$ cat src/rtl/sram_seq_pkg.sv
package sram_seq_pkg;
  typedef enum logic [2:0] {
    PH_IDLE,
    PH_PRE,
    PH_WL,
    PH_XFER,
    PH_DONE
  } phase_e;
endpackage

$ cat src/rtl/sram_seq_onehot.sv
module sram_seq_onehot #(
  parameter int N    = 8,
  localparam int IN_W = (N > 1) ? $clog2(N) : 1
) (
  input  logic            en_i,
  input  logic [IN_W-1:0] sel_i,
  output logic [N-1:0]    dec_o
);
  for (genvar g = 0; g < N; g++) begin : g_line
    assign dec_o[g] = en_i && (sel_i == IN_W'(g));
  end
endmodule

$ cat src/rtl/sram_seq_ctrl.sv
module sram_seq_ctrl
  import sram_seq_pkg::*;
#(
  parameter int ROW_W  = 3,
  parameter int COL_W  = 2,
  parameter int WORD_W = 16,
  localparam int ADDR_W = ROW_W + COL_W
) (
  input  logic              clk_i,
  input  logic              rst_ni,
  input  logic              req_i,
  input  logic              we_i,
  input  logic [ADDR_W-1:0] addr_i,
  input  logic [WORD_W-1:0] wdata_i,
  input  logic [WORD_W-1:0] sense_data_i,
  output logic              ready_o,
  output logic              precharge_o,
  output logic              wl_en_o,
  output logic              col_en_o,
  output logic              wr_en_o,
  output logic              sense_en_o,
  output logic [ROW_W-1:0]  row_o,
  output logic [COL_W-1:0]  col_o,
  output logic [WORD_W-1:0] wdata_o,
  output logic [WORD_W-1:0] rdata_o,
  output logic              rvalid_o
);
  phase_e              phase_q, phase_d;
  logic [ADDR_W-1:0]   addr_q;
  logic                we_q;
  logic [WORD_W-1:0]   wdata_q, rdata_q;
  logic                accept;

  assign accept = req_i && (phase_q == PH_IDLE);

  always_comb begin
    phase_d = phase_q;
    unique case (phase_q)
      PH_IDLE: if (req_i) phase_d = PH_PRE;
      PH_PRE:  phase_d = PH_WL;
      PH_WL:   phase_d = PH_XFER;
      PH_XFER: phase_d = PH_DONE;
      PH_DONE: phase_d = PH_IDLE;
      default: phase_d = PH_IDLE;
    endcase
  end

  always_ff @(posedge clk_i or negedge rst_ni) begin
    if (!rst_ni) begin
      phase_q <= PH_IDLE;
      addr_q  <= '0;
      we_q    <= 1'b0;
      wdata_q <= '0;
      rdata_q <= '0;
    end else begin
      phase_q <= phase_d;
      if (accept) begin
        addr_q  <= addr_i;
        we_q    <= we_i;
        wdata_q <= wdata_i;
      end
      // capture sensed word at the end of the sense phase
      if (phase_q == PH_XFER && !we_q) rdata_q <= sense_data_i;
    end
  end

  assign ready_o     = (phase_q == PH_IDLE);
  assign precharge_o = (phase_q == PH_PRE);
  assign wl_en_o     = (phase_q == PH_WL) || (phase_q == PH_XFER);
  assign col_en_o    = (phase_q == PH_XFER);
  assign wr_en_o     = (phase_q == PH_XFER) && we_q;
  assign sense_en_o  = (phase_q == PH_XFER) && !we_q;
  assign rvalid_o    = (phase_q == PH_DONE) && !we_q;
  assign row_o       = addr_q[ADDR_W-1:COL_W];
  assign col_o       = addr_q[COL_W-1:0];
  assign wdata_o     = wdata_q;
  assign rdata_o     = rdata_q;

  p_accept_r2: assert property (@(posedge clk_i) disable iff (!rst_ni)
    (req_i && ready_o) |=> (precharge_o && !ready_o));
  p_busy_hold_r2: assert property (@(posedge clk_i) disable iff (!rst_ni)
    (!ready_o && !rvalid_o && !precharge_o && !wl_en_o) |=> ready_o);
endmodule

$ cat src/rtl/sram_seq_array.sv
module sram_seq_array #(
  parameter int ROWS   = 8,
  parameter int MUX    = 4,
  parameter int WORD_W = 16,
  localparam int PHYS_COLS = WORD_W * MUX
) (
  input  logic              clk_i,
  input  logic              rst_ni,
  input  logic [ROWS-1:0]   wl_i,
  input  logic [MUX-1:0]    col_sel_i,
  input  logic              wr_en_i,
  input  logic              sense_en_i,
  input  logic [WORD_W-1:0] wdata_i,
  output logic [WORD_W-1:0] sense_data_o
);
  logic [PHYS_COLS-1:0] cells_q [ROWS];

  // word bit i lives at physical column i*MUX + column select
  always_ff @(posedge clk_i or negedge rst_ni) begin
    if (!rst_ni) begin
      for (int r = 0; r < ROWS; r++) cells_q[r] <= '0;
    end else if (wr_en_i) begin
      for (int r = 0; r < ROWS; r++)
        for (int i = 0; i < WORD_W; i++)
          for (int m = 0; m < MUX; m++)
            if (wl_i[r] && col_sel_i[m]) cells_q[r][i*MUX+m] <= wdata_i[i];
    end
  end

  always_comb begin
    sense_data_o = '0;
    for (int r = 0; r < ROWS; r++)
      for (int i = 0; i < WORD_W; i++)
        for (int m = 0; m < MUX; m++)
          sense_data_o[i] = sense_data_o[i]
                          | (sense_en_i & wl_i[r] & col_sel_i[m] & cells_q[r][i*MUX+m]);
  end

  p_drive_needs_row_r6: assert property (@(posedge clk_i) disable iff (!rst_ni)
    (wr_en_i || sense_en_i) |-> ($countones(wl_i) == 1 && $countones(col_sel_i) == 1));
endmodule

$ cat src/rtl/sram_seq_top.sv
module sram_seq_top #(
  parameter int ROWS   = 8,
  parameter int MUX    = 4,
  parameter int WORD_W = 16,
  localparam int ROW_W  = $clog2(ROWS),
  localparam int COL_W  = $clog2(MUX),
  localparam int ADDR_W = ROW_W + COL_W
) (
  input  logic              clk_i,
  input  logic              rst_ni,
  input  logic              req_i,
  input  logic              we_i,
  input  logic [ADDR_W-1:0] addr_i,
  input  logic [WORD_W-1:0] wdata_i,
  output logic              ready_o,
  output logic              precharge_o,
  output logic [ROWS-1:0]   wl_o,
  output logic [MUX-1:0]    col_sel_o,
  output logic              wr_en_o,
  output logic              sense_en_o,
  output logic [WORD_W-1:0] rdata_o,
  output logic              rvalid_o
);
  logic              wl_en, col_en;
  logic [ROW_W-1:0]  row;
  logic [COL_W-1:0]  col;
  logic [WORD_W-1:0] wdata_q, sense_data;

  sram_seq_ctrl #(.ROW_W(ROW_W), .COL_W(COL_W), .WORD_W(WORD_W)) u_ctrl (
    .clk_i, .rst_ni, .req_i, .we_i, .addr_i, .wdata_i,
    .sense_data_i(sense_data),
    .ready_o, .precharge_o,
    .wl_en_o(wl_en), .col_en_o(col_en),
    .wr_en_o, .sense_en_o,
    .row_o(row), .col_o(col),
    .wdata_o(wdata_q), .rdata_o, .rvalid_o
  );

  sram_seq_onehot #(.N(ROWS)) u_row_dec (.en_i(wl_en),  .sel_i(row), .dec_o(wl_o));
  sram_seq_onehot #(.N(MUX))  u_col_dec (.en_i(col_en), .sel_i(col), .dec_o(col_sel_o));

  sram_seq_array #(.ROWS(ROWS), .MUX(MUX), .WORD_W(WORD_W)) u_array (
    .clk_i, .rst_ni,
    .wl_i(wl_o), .col_sel_i(col_sel_o),
    .wr_en_i(wr_en_o), .sense_en_i(sense_en_o),
    .wdata_i(wdata_q), .sense_data_o(sense_data)
  );

  p_pre_excl_r5: assert property (@(posedge clk_i) disable iff (!rst_ni)
    precharge_o |-> (wl_o == '0 && !sense_en_o && !wr_en_o));
  p_sa_wd_excl_r5: assert property (@(posedge clk_i) disable iff (!rst_ni)
    !(sense_en_o && wr_en_o));
  p_onehot_r4: assert property (@(posedge clk_i) disable iff (!rst_ni)
    $onehot0(wl_o) && $onehot0(col_sel_o));
  p_pre_then_wl_r3: assert property (@(posedge clk_i) disable iff (!rst_ni)
    precharge_o |=> (wl_o != '0 && col_sel_o == '0));
  p_xfer_after_wl_r3: assert property (@(posedge clk_i) disable iff (!rst_ni)
    (sense_en_o || wr_en_o) |-> (wl_o != '0 && $past(wl_o) == wl_o));
  p_col_gated_r7: assert property (@(posedge clk_i) disable iff (!rst_ni)
    (col_sel_o != '0) |-> (wl_o != '0 && (sense_en_o || wr_en_o)));
  p_rvalid_pulse_r10: assert property (@(posedge clk_i) disable iff (!rst_ni)
    rvalid_o |=> !rvalid_o);
  p_rvalid_after_sense_r10: assert property (@(posedge clk_i) disable iff (!rst_ni)
    rvalid_o |-> $past(sense_en_o));
endmodule

$ cat config.mk
export PLATFORM = sky130hd
export DESIGN_NAME = sram_seq_top
export DESIGN_NICKNAME = d
export VERILOG_FILES = /design/src/rtl/sram_seq_pkg.sv /design/src/rtl/sram_seq_onehot.sv /design/src/rtl/sram_seq_ctrl.sv /design/src/rtl/sram_seq_array.sv /design/src/rtl/sram_seq_top.sv
export SDC_FILE = /design/constraint.sdc
export NUM_CORES = 1
export LEC_CHECK = 0
export BUFFER_PORTS_ARGS = -buffer_cell sky130_fd_sc_hd__buf_2
export CORE_MARGIN = 4
export CORE_UTILIZATION = 60
export CTS_CLUSTER_DIAMETER = 120
export DETAILED_ROUTE_END_ITERATION = 10
export PLACE_DENSITY = 0.79
export REMOVE_ABC_BUFFERS = 1
export SYNTH_ARGS = -nofsm -noshare
export SYNTH_HDL_FRONTEND = slang
export SYNTH_SLANG_ARGS = --single-unit
$ cat constraint.sdc
create_clock -name clk_i -period 5.4 [get_ports clk_i]
set_clock_uncertainty 0.05 [all_clocks]
set_input_delay 0.81 -clock clk_i [delete_from_list [all_inputs] [get_ports clk_i]]
set_output_delay 0.81 -clock clk_i [all_outputs]
set_load 0.005 [all_outputs]
==> summary.md, run 1 <==
| Metric | Value |
|---|---|
| Outcome | `finished with violations` |
| Failing checks | `capacitance limit, slew limit` |
| Fin cells | `roughly 2500` |
| Worst path required time | `4540 ps` |
| Drt first pass iters | `7` |
| CTS resizes | `0` |
| Antenna violations before repair | `1` |
| HP Class | `in2async` |
| EDFF count, synth | `0` |
| Post-synth top area cell | `dfrtp_1` |
| Synth Instances | `approximately 1900` |
| Die Area | `0.0461 sq mm` |
| Setup_tns | `0 ps` |
| Period minus WS final | `just over 4000 ps` |
| RSZ-0062 raised after global routing | `no` |
| Fin. max-slew vios | `17` |
| Worst slew margin | `-2.22%` |
| CTS clk-pin slew, worst paths | `60 ps` |
| P_leak | `about 0.013 uW` |
| GRT Resource Usage Total | `about 36%` |
| Hold buffers post-CTS | `0` |
| Synth unique cells | `79` |
| Switching power | `~5100 uW` |
| Vias per inst | `around 7.3` |
| WL per Instance | `roughly 34 microns` |
| Final #Nets | `about 1900` |
| Internal power | `8690 uW` |
| PD cells | `~500 mW/mm^2` |
| Final GP Congestion | `between 0.9 and 1` |
| Clock share of power | `30.8%` |
| Synth top area share | `between 50% and 60%` |
| F_max | `about 0.25 GHz` |
| Worst path max stage delay | `920 ps` |
| FP Rows | `between 70 and 80` |
| Placed Cells | `roughly 2400` |
| CP cell instances | `and2_1, nand2_2, inv_1, buf_2` |
| Worst Max-Slew Pin Slew | `1530 ps` |
| Routed vias | `approximately 18000` |
| N_diodes | `0` |
| CP Launch Type | `register` |
| CORE AREA | `approximately 0.042 sq mm` |
| First-pass GRT wire length | `~130000 microns` |
| Final period util | `between 70% and 80%` |
| Critical Path Sink Type | `output pin` |
| Crit path DAT | `roughly 3200 ps` |
| Largest net degree at the start of global routing | `between 100 and 150` |
| Logic pwr share | `a little over a quarter` |
| Initial Util | `between 60% and 70%` |
| Synthesized area | `approximately 0.026 sq mm` |
| DRC | `0` |
| Async set-reset flop share out of synthesis | `100%` |
| Dominant synthesized flop cell | `dfrtp_1` |
| Yosys warns | `0` |
| Layout cell share with drive strength beyond 1 | `~40%` |
| Number of top-level pins | `58` |
| Crit Path Max Fanout | `47` |
| Clk root buf | `clkbuf_16` |
| Worst-skew pair later-pin latency | `roughly 640 ps` |
| Initial DRC count | `about 3000` |
| Syn_area_per_cell | `about 13 sq um` |
| Register share of total power | `between 40% and 50%` |
| IO Port Bufs | `between 50 and 60` |
| Max-cap violations | `1` |
| Hpwl dp | `52800 microns` |
| P&R area growth vs syn | `10.2%` |
| Worst VDD drop | `roughly 0.5 mV` |
| Routed Wire Length | `around 85000 microns` |
| Crit-path slowest cell | `dfrtp_4` |
| Critical path class | `reg2out` |
| Seq cells post-synth | `around 550` |
| Main area contributors after synthesis | `dfrtp_1 (54%), mux2_2 (22%), mux2_1 (2.8%), mux2i_1 (2.0%), a22oi_1 (1.5%)` |
| Seq/Total Area, Yosys | `a little over half` |
| Final setup viols | `0` |
| Sw Ratio | `between 30 and 40%` |
| Routed Antenna Nets | `0` |
| Num CTS Buffers | `58` |
| Maximum root-to-sink buffer count | `3` |
| Overflow after GRT | `0` |
| CTS tree | `built` |
| Vias in the first global route | `between 15000 and 20000` |
| CTS H-Tree Depth | `2` |
| Height of the die | `between 200 and 250 microns` |
| Post-CTS setup buffer count | `0` |
| Final Hold Vio Count | `0` |
| Chip width | `~210 microns` |
| CTS sink count | `between 500 and 600` |
==> final timing paths <==
check,startpoint,to,slack (ps),cells after the start
worst max-delay path,u_ctrl.addr_q[4],wl_o[7],1380,4
worst min-delay path,rst_ni,u_array.cells_q[347],160,1
worst max register to register,u_ctrl.addr_q[1],u_ctrl.rdata_o[9],1590,6
worst min register to register,u_array.cells_q[483],u_array.cells_q[483],430,1
max in group asynchronous,rst_ni,u_array.cells_q[200],3780,2
min in group clk_i,addr_i[3],u_ctrl.addr_q[3],330,3
==> area by class of cell <==
class / instances / area (sq um)
Tap cell: 539 / 674
Fill cell: 2978 / 13800
Timing Repair Buffer: 112 / 746
Sequential cell: 553 / 13900
Inverter: 9 / 35.0
Clock buffer: 90 / 1780
Clock inverter: 17 / 267
Multi-Input combinational cell: 1183 / 10900
==> cell usage in the layout, fill, tap and decap left out, drive strengths merged, types with 3 or more instances in the layout <==
master,netlist,layout
nor4b,6,6
a221oi,12,12
and3,10,10
o211ai,4,4
o2111ai,3,3
a21oi,28,28
a32oi,17,17
nand3,60,60
mux2,568,568
nor4,18,18
a41oi,3,3
a32o,7,7
inv,8,9
mux4,5,5
o22ai,7,7
mux2i,51,51
nor2,67,67
clkbuf,60,90
a221o,6,6
nand2b,6,6
bufinv,0,6
nor3b,4,4
dfrtp,553,553
a222oi,4,4
nand2,61,61
nor3,38,38
o311ai,3,3
nand4,9,9
or3,3,3
a2111oi,8,8
clkinv,1,9
nand3b,4,4
buf,101,112
o32ai,6,6
o32a,6,6
a31oi,23,23
a211oi,9,9
a22o,26,26
o21ai,21,21
a22oi,50,50
==> flip-flops by register name, indices dropped and copies added (netlist names) <==
name,cells
u_ctrl.addr_q,5
u_ctrl.phase_q,3
u_ctrl.rdata_o,16
u_ctrl.wdata_o,16
u_ctrl.we_q,1
u_array.cells_q,512
==> cells by family after synthesis <==
group | count (synthesis) | synth area share [%]
simple gates | 305 | 7.38
compound gates | 253 | 7.53
mux | 624 | 27.4
buf+inv | 170 | 3.63
flops | 553 | 54.0
xor+xnor | 1 | 0.0342
==> through the flow <==
step           util [%]  cell area (sq um)  hold WS (ps)  worst slack, ps  total power [uW]
2_1_floorplan         -              24700           402             1000              7440
3_3_place_gp       62.3              26200           412             1760              9260
3_5_place_dp       62.3              26200           424             1810              9410
4_1_cts            67.2              28200           192             1530             13600
5_1_grt            67.2              28200           196             1430             14100
6_report           67.2              28200           159             1380             13800
==> worst max-delay path: cells and delay by family (launching register included) <==
family	cells	cell delay, ps
buf+inv	2	290
flops	1	920
simple gates	2	1280
==> layer usage <==
| metal | share of wire (%) | wire length [microns] | global-route usage (%) |
|---|---|---|---|
| met5 | 0 | 0 | 0 |
| met4 | 7.4 | 6310 | 21.9 |
| met3 | 12 | 10000 | 9.64 |
| met2 | 43 | 36700 | 53.4 |
| met1 | 38 | 32200 | 49.2 |
==> power groups by stage <==
stage	logic, uW	registers (uW)	clock network [uW]
6_report	3700	5840	4240
3_3_place_gp	3460	5800	0
2_1_floorplan	1640	5800	0
4_1_cts	3570	5790	4260
5_1_grt	3780	5900	4440
3_5_place_dp	3550	5860	0
==> Yosys cell counts, drive strengths merged (4+ instances only) <==
cell and count:
a2111oi 8, a211oi 9, a21oi 28, a221o 6, a221oi 12, a222oi 4
a22o 26, a22oi 50, a31oi 23, a32o 7, a32oi 17, and3 10
buf 101, clkbuf 60, dfrtp 553, inv 8, mux2 568, mux2i 51
mux4 5, nand2 61, nand2b 6, nand3 60, nand3b 4, nand4 9
nor2 67, nor3 38, nor3b 4, nor4 18, nor4b 6, o211ai 4
o21ai 21, o22ai 7, o32a 6, o32ai 6
Power figures use the tool's default switching activity.
==> inputs of run 2 (changes only) <==
Settings changed: ABC_AREA from default to 1, CORE_UTILIZATION 60 to 57.
Clock period 5.4 ns to 3.6 ns, I/O delays scaled along.
==> run 2 against run 1 <==
Net effect: setup slack worse by 800 ps; clock-buffer cell count decreased by 5; design area shrank 4.3%; via count grew 19%; sequential share of layout area up 2.2 points; the run now ends clean; synthesized cell count increased by 58%; clock power increased by 32%; global-route usage shrank 4.3 points; final cell count rose by 42%; critical path type unchanged.
==> summary.md, run 2 <==
| Metric | Value |
|---|---|
| M3 GR Usage | `7.08% (was 9.64%)` |
| Met2 usage in global routing | `48.1% (was 53.4%)` |
| FF-to-FF End | `u_array.cells_q[81] (was u_ctrl.rdata_o[9])` |
| CTS sink count | `553 (unchanged)` |
| Commonest cells in the synthesized netlist | `nand2_1 (825), dfrtp_1 (553), nand3_1 (532) (was dfrtp_1 (553), mux2_2 (505), mux2_1 (63))` |
| Vias per inst | `6.13 (was 7.31)` |
| Synth Instances | `3015 (was 1906)` |
| Initial Util | `57.5% (was 60.9%)` |
| Seq cells post-synth | `553 (unchanged)` |
| Most common cell in the synthesized netlist | `nand2_1 (was dfrtp_1)` |
| CTS clk-pin slew, worst paths | `60 ps (about the same)` |
| Period minus WS final | `a little over 3000 ps` |
| Syn_area_per_cell | `8.20 sq um (was 13.4 sq um)` |
| Main area contributors after synthesis | `dfrtp_1 (56%), nand2_1 (13%), nand3_1 (11%), o21ai_0 (8.1%), nor2_1 (3.9%) (was dfrtp_1 (54%), mux2_2 (22%), mux2_1 (2.8%), mux2i_1 (2.0%), a22oi_1 (1.5%))` |
| GRT Resource Usage Total | `32.2% (was 36.5%)` |
| Critical path class | `reg2out (unchanged)` |
| Final setup viols | `0 (unchanged)` |
| Final period util | `a little over four fifths` |
| Placed Cells | `3464 (was 2396)` |
| Initial DRC count | `2848 (was 2971)` |
| F_max | `around 0.33 GHz` |
| P&R area growth vs syn | `9.35% (was 10.2%)` |
| CTS H-Tree Depth | `2 (unchanged)` |
| HP Class | `in2reg (was in2async)` |
| P_leak | `0.0137 uW (was 0.0135 uW)` |
| Num CTS Buffers | `56 (was 58)` |
| Post-place setup slack | `763 ps (was 1810 ps)` |
| CP cell instances | `nand3_4, nor3_4, buf_4, buf_2 (was and2_1, nand2_2, inv_1, buf_2)` |
| Worst VDD drop | `0.689 mV (was 0.493 mV)` |
| Number of top-level pins | `58 (unchanged)` |
| Worst Max-Slew Pin Slew | `1370 ps (was 1530 ps)` |
| Worst path required time | `3010 ps (was 4540 ps)` |
| WL per Instance | `21.3 microns (was 34.0 microns)` |
| Routing usage on met1 | `44.3% (was 49.2%)` |
| IO Port Bufs | `57 (unchanged)` |
| Reg2Reg Setup Slack | `620 ps (was 1590 ps)` |
| Synth top area share | `56.0% (was 54.0%)` |
| Post-layout instance area | `0.0270 sq mm (was 0.0282 sq mm)` |
| Fin cells | `3564 (was 2503)` |
| RSZ-0062 raised after global routing | `no (unchanged)` |
| Crit path launch | `u_ctrl.phase_q[1] (was u_ctrl.addr_q[4])` |
| Chip width | `216 microns (was 215 microns)` |
| Crit path DAT | `2440 ps (was 3160 ps)` |
| FP Rows | `76 (was 75)` |
| Yosys warns | `0 (unchanged)` |
| Post-CTS setup buffer count | `0 (unchanged)` |
| Final Hold Vio Count | `0 (unchanged)` |
| PnR worst setup slack | `573 ps (was 1380 ps)` |
| Worst path max stage delay | `590 ps (was 920 ps)` |
| Crit-path slowest cell | `buf_4 (was dfrtp_4)` |
| WP buf/inv | `2 (unchanged)` |
| Post-synth top area cell | `dfrtp_1 (unchanged)` |
| Critical Path Sink Type | `output pin (unchanged)` |
| Outcome | `complete, no violations (was finished with violations)` |
| Worst slew margin | `8.60% (was -2.22%)` |
| Overflow after GRT | `0 (unchanged)` |
| Die Area | `0.0467 sq mm (was 0.0461 sq mm)` |
| CORE AREA | `0.0430 sq mm (was 0.0420 sq mm)` |
| DRC | `0 (unchanged)` |
| Routed Antenna Nets | `0 (unchanged)` |
| Critical Path End | `col_sel_o[3] (was wl_o[7])` |
| Crit Path Max Fanout | `47 (unchanged)` |
| Worst-skew pair later-pin latency | `610 ps (was 640 ps)` |
| Final GP Congestion | `0.911 (was 0.973)` |
| Async set-reset flop share out of synthesis | `100% (unchanged)` |
| Largest register FFs | `512 (unchanged)` |
| PD cells | `655 mW/mm^2 (was 488 mW/mm^2)` |
| Largest net degree at the start of global routing | `130 (was 139)` |
| Critical R2R Launch | `u_ctrl.phase_q[1] (was u_ctrl.addr_q[1])` |
| Synthesized area | `0.0247 sq mm (was 0.0256 sq mm)` |
| Maximum root-to-sink buffer count | `3 (unchanged)` |
| Dpl cell area | `0.0253 sq mm (was 0.0262 sq mm)` |
| Reg2reg path depth | `7 (was 6)` |
| Routed vias | `21800 (was 18300)` |
| N_diodes | `0 (unchanged)` |
| Final #Nets | `2963 (was 1942)` |
| Antenna violations before repair | `0 (was 1)` |
| Dominant synthesized flop cell | `dfrtp_1 (unchanged)` |
| Most frequent cells in the layout | `nand2_1 (825), dfrtp_1 (553), nand3_1 (532) (was dfrtp_1 (547), mux2_2 (505), mux2_1 (63))` |
| Height of the die | `216 microns (was 215 microns)` |
| Hpwl dp | `46300 microns (was 52800 microns)` |
| Vias in the first global route | `20800 (was 18500)` |
| Commonest non-fill, non-tap cell in the layout | `nand2_1 (was dfrtp_1)` |
| Routed Wire Length | `76000 microns (was 85200 microns)` |
| Setup_tns | `0 ps (unchanged)` |
| First-pass GRT wire length | `119000 microns (was 125000 microns)` |
| EDFF count, synth | `0 (unchanged)` |
| Top Usage Layer GRT | `met2 (unchanged)` |
| Delay-heaviest family, CP | `buffers and inverters (was simple AND/OR/NAND/NOR gates)` |
| Fin. max-slew vios | `0 (was 17)` |
| Seq/Total Area, Yosys | `56.0% (was 54.0%)` |
| Max-cap violations | `0 (was 1)` |
| CTS tree | `built (unchanged)` |
| Clk root buf | `clkbuf_16 (unchanged)` |
| Layout cell share with drive strength beyond 1 | `7.62% (was 40.6%)` |
| Synth unique cells | `24 (was 79)` |
| CP Launch Type | `register (unchanged)` |
| WP depth | `4 (unchanged)` |
| Reg with most FFs | `u_array.cells_q (unchanged)` |
| Drt first pass iters | `8 (was 7)` |
-- run 2: cell count changes after synthesis, moves of 24 or more --
cell	before	now
nand3_1	59	532
nand2_1	48	825
o21ai_0	21	399
mux2_1	63	0
clkbuf_1	60	155
o21ai_1	0	50
a22oi_1	50	0
nor2_1	47	258
a21oi_1	28	86
a22o_1	26	0
mux2i_1	51	0
mux2_2	505	0
buf_2	58	82
-- run 2: how the worst min path moves through the flow --
| stage | start | to | slack (ps) | depth (start not counted) |
|---|---|---|---|---|
| after floorplan | rst_ni | u_array.cells_q[0] | 190 | 0 |
| after global placement | u_array.cells_q[413] | u_array.cells_q[413] | 420 | 2 |
| after detailed placement | u_array.cells_q[418] | u_array.cells_q[418] | 420 | 2 |
| after CTS | wdata_i[2] | u_ctrl.wdata_o[2] | 130 | 3 |
| after global routing | wdata_i[2] | u_ctrl.wdata_o[2] | 150 | 3 |
| final | wdata_i[2] | u_ctrl.wdata_o[2] | 140 | 3 |
-- run 2: per-stage QoR --
step	util [%]	hold slack [ps]	total power, uW
3_3_place_gp	58.8	416	11800
4_1_cts	62.9	126	17600
5_1_grt	62.9	151	18500
3_5_place_dp	58.8	423	12000
6_report	62.9	145	17700
2_1_floorplan	-	194	10200
-- run 2: tightest hold or removal path, cell delays in order --
cell and delay [ps]:
buf_2 70, nor2_1 30, a21oi_1 90
-- run 2: report_power, final --
group          internal, uW  switching (uW)
logic                   893            2720
clock network          3190            2400
registers              7640             855
-- run 2: cells by family after synthesis --
| group | count (synthesis) | share of synthesized area, % |
|---|---|---|
| AO/OA/AOI/OAI | 535 | 10.8 |
| flip-flops | 553 | 56.0 |
| buffers and inverters | 288 | 4.91 |
| AND/OR/NAND/NOR | 1639 | 28.2 |
-- run 2: layout make-up --
class | instances | area (sq um)
fill | 3585 | 16000
clock buffer | 85 | 1600
multi-input combinational | 2174 | 9690
tap | 585 | 732
inverter | 33 | 124
timing repair buffer | 120 | 908
clock inverter | 14 | 124
sequential | 553 | 13800
-- run 2: routing by layer --
metal | part of all wire (%) | up-vias
li1 | - | 9786
met1 | 38 | 10600
met2 | 44 | 1270
met3 | 11 | 224
met4 | 6.4 | 0
met5 | 0 | -
-- run 2: what timing repair did --
item                      4_1_cts  5_1_grt
hold buffers                    1        0
hold endpoints to repair       20        0
resized for setup               0        0
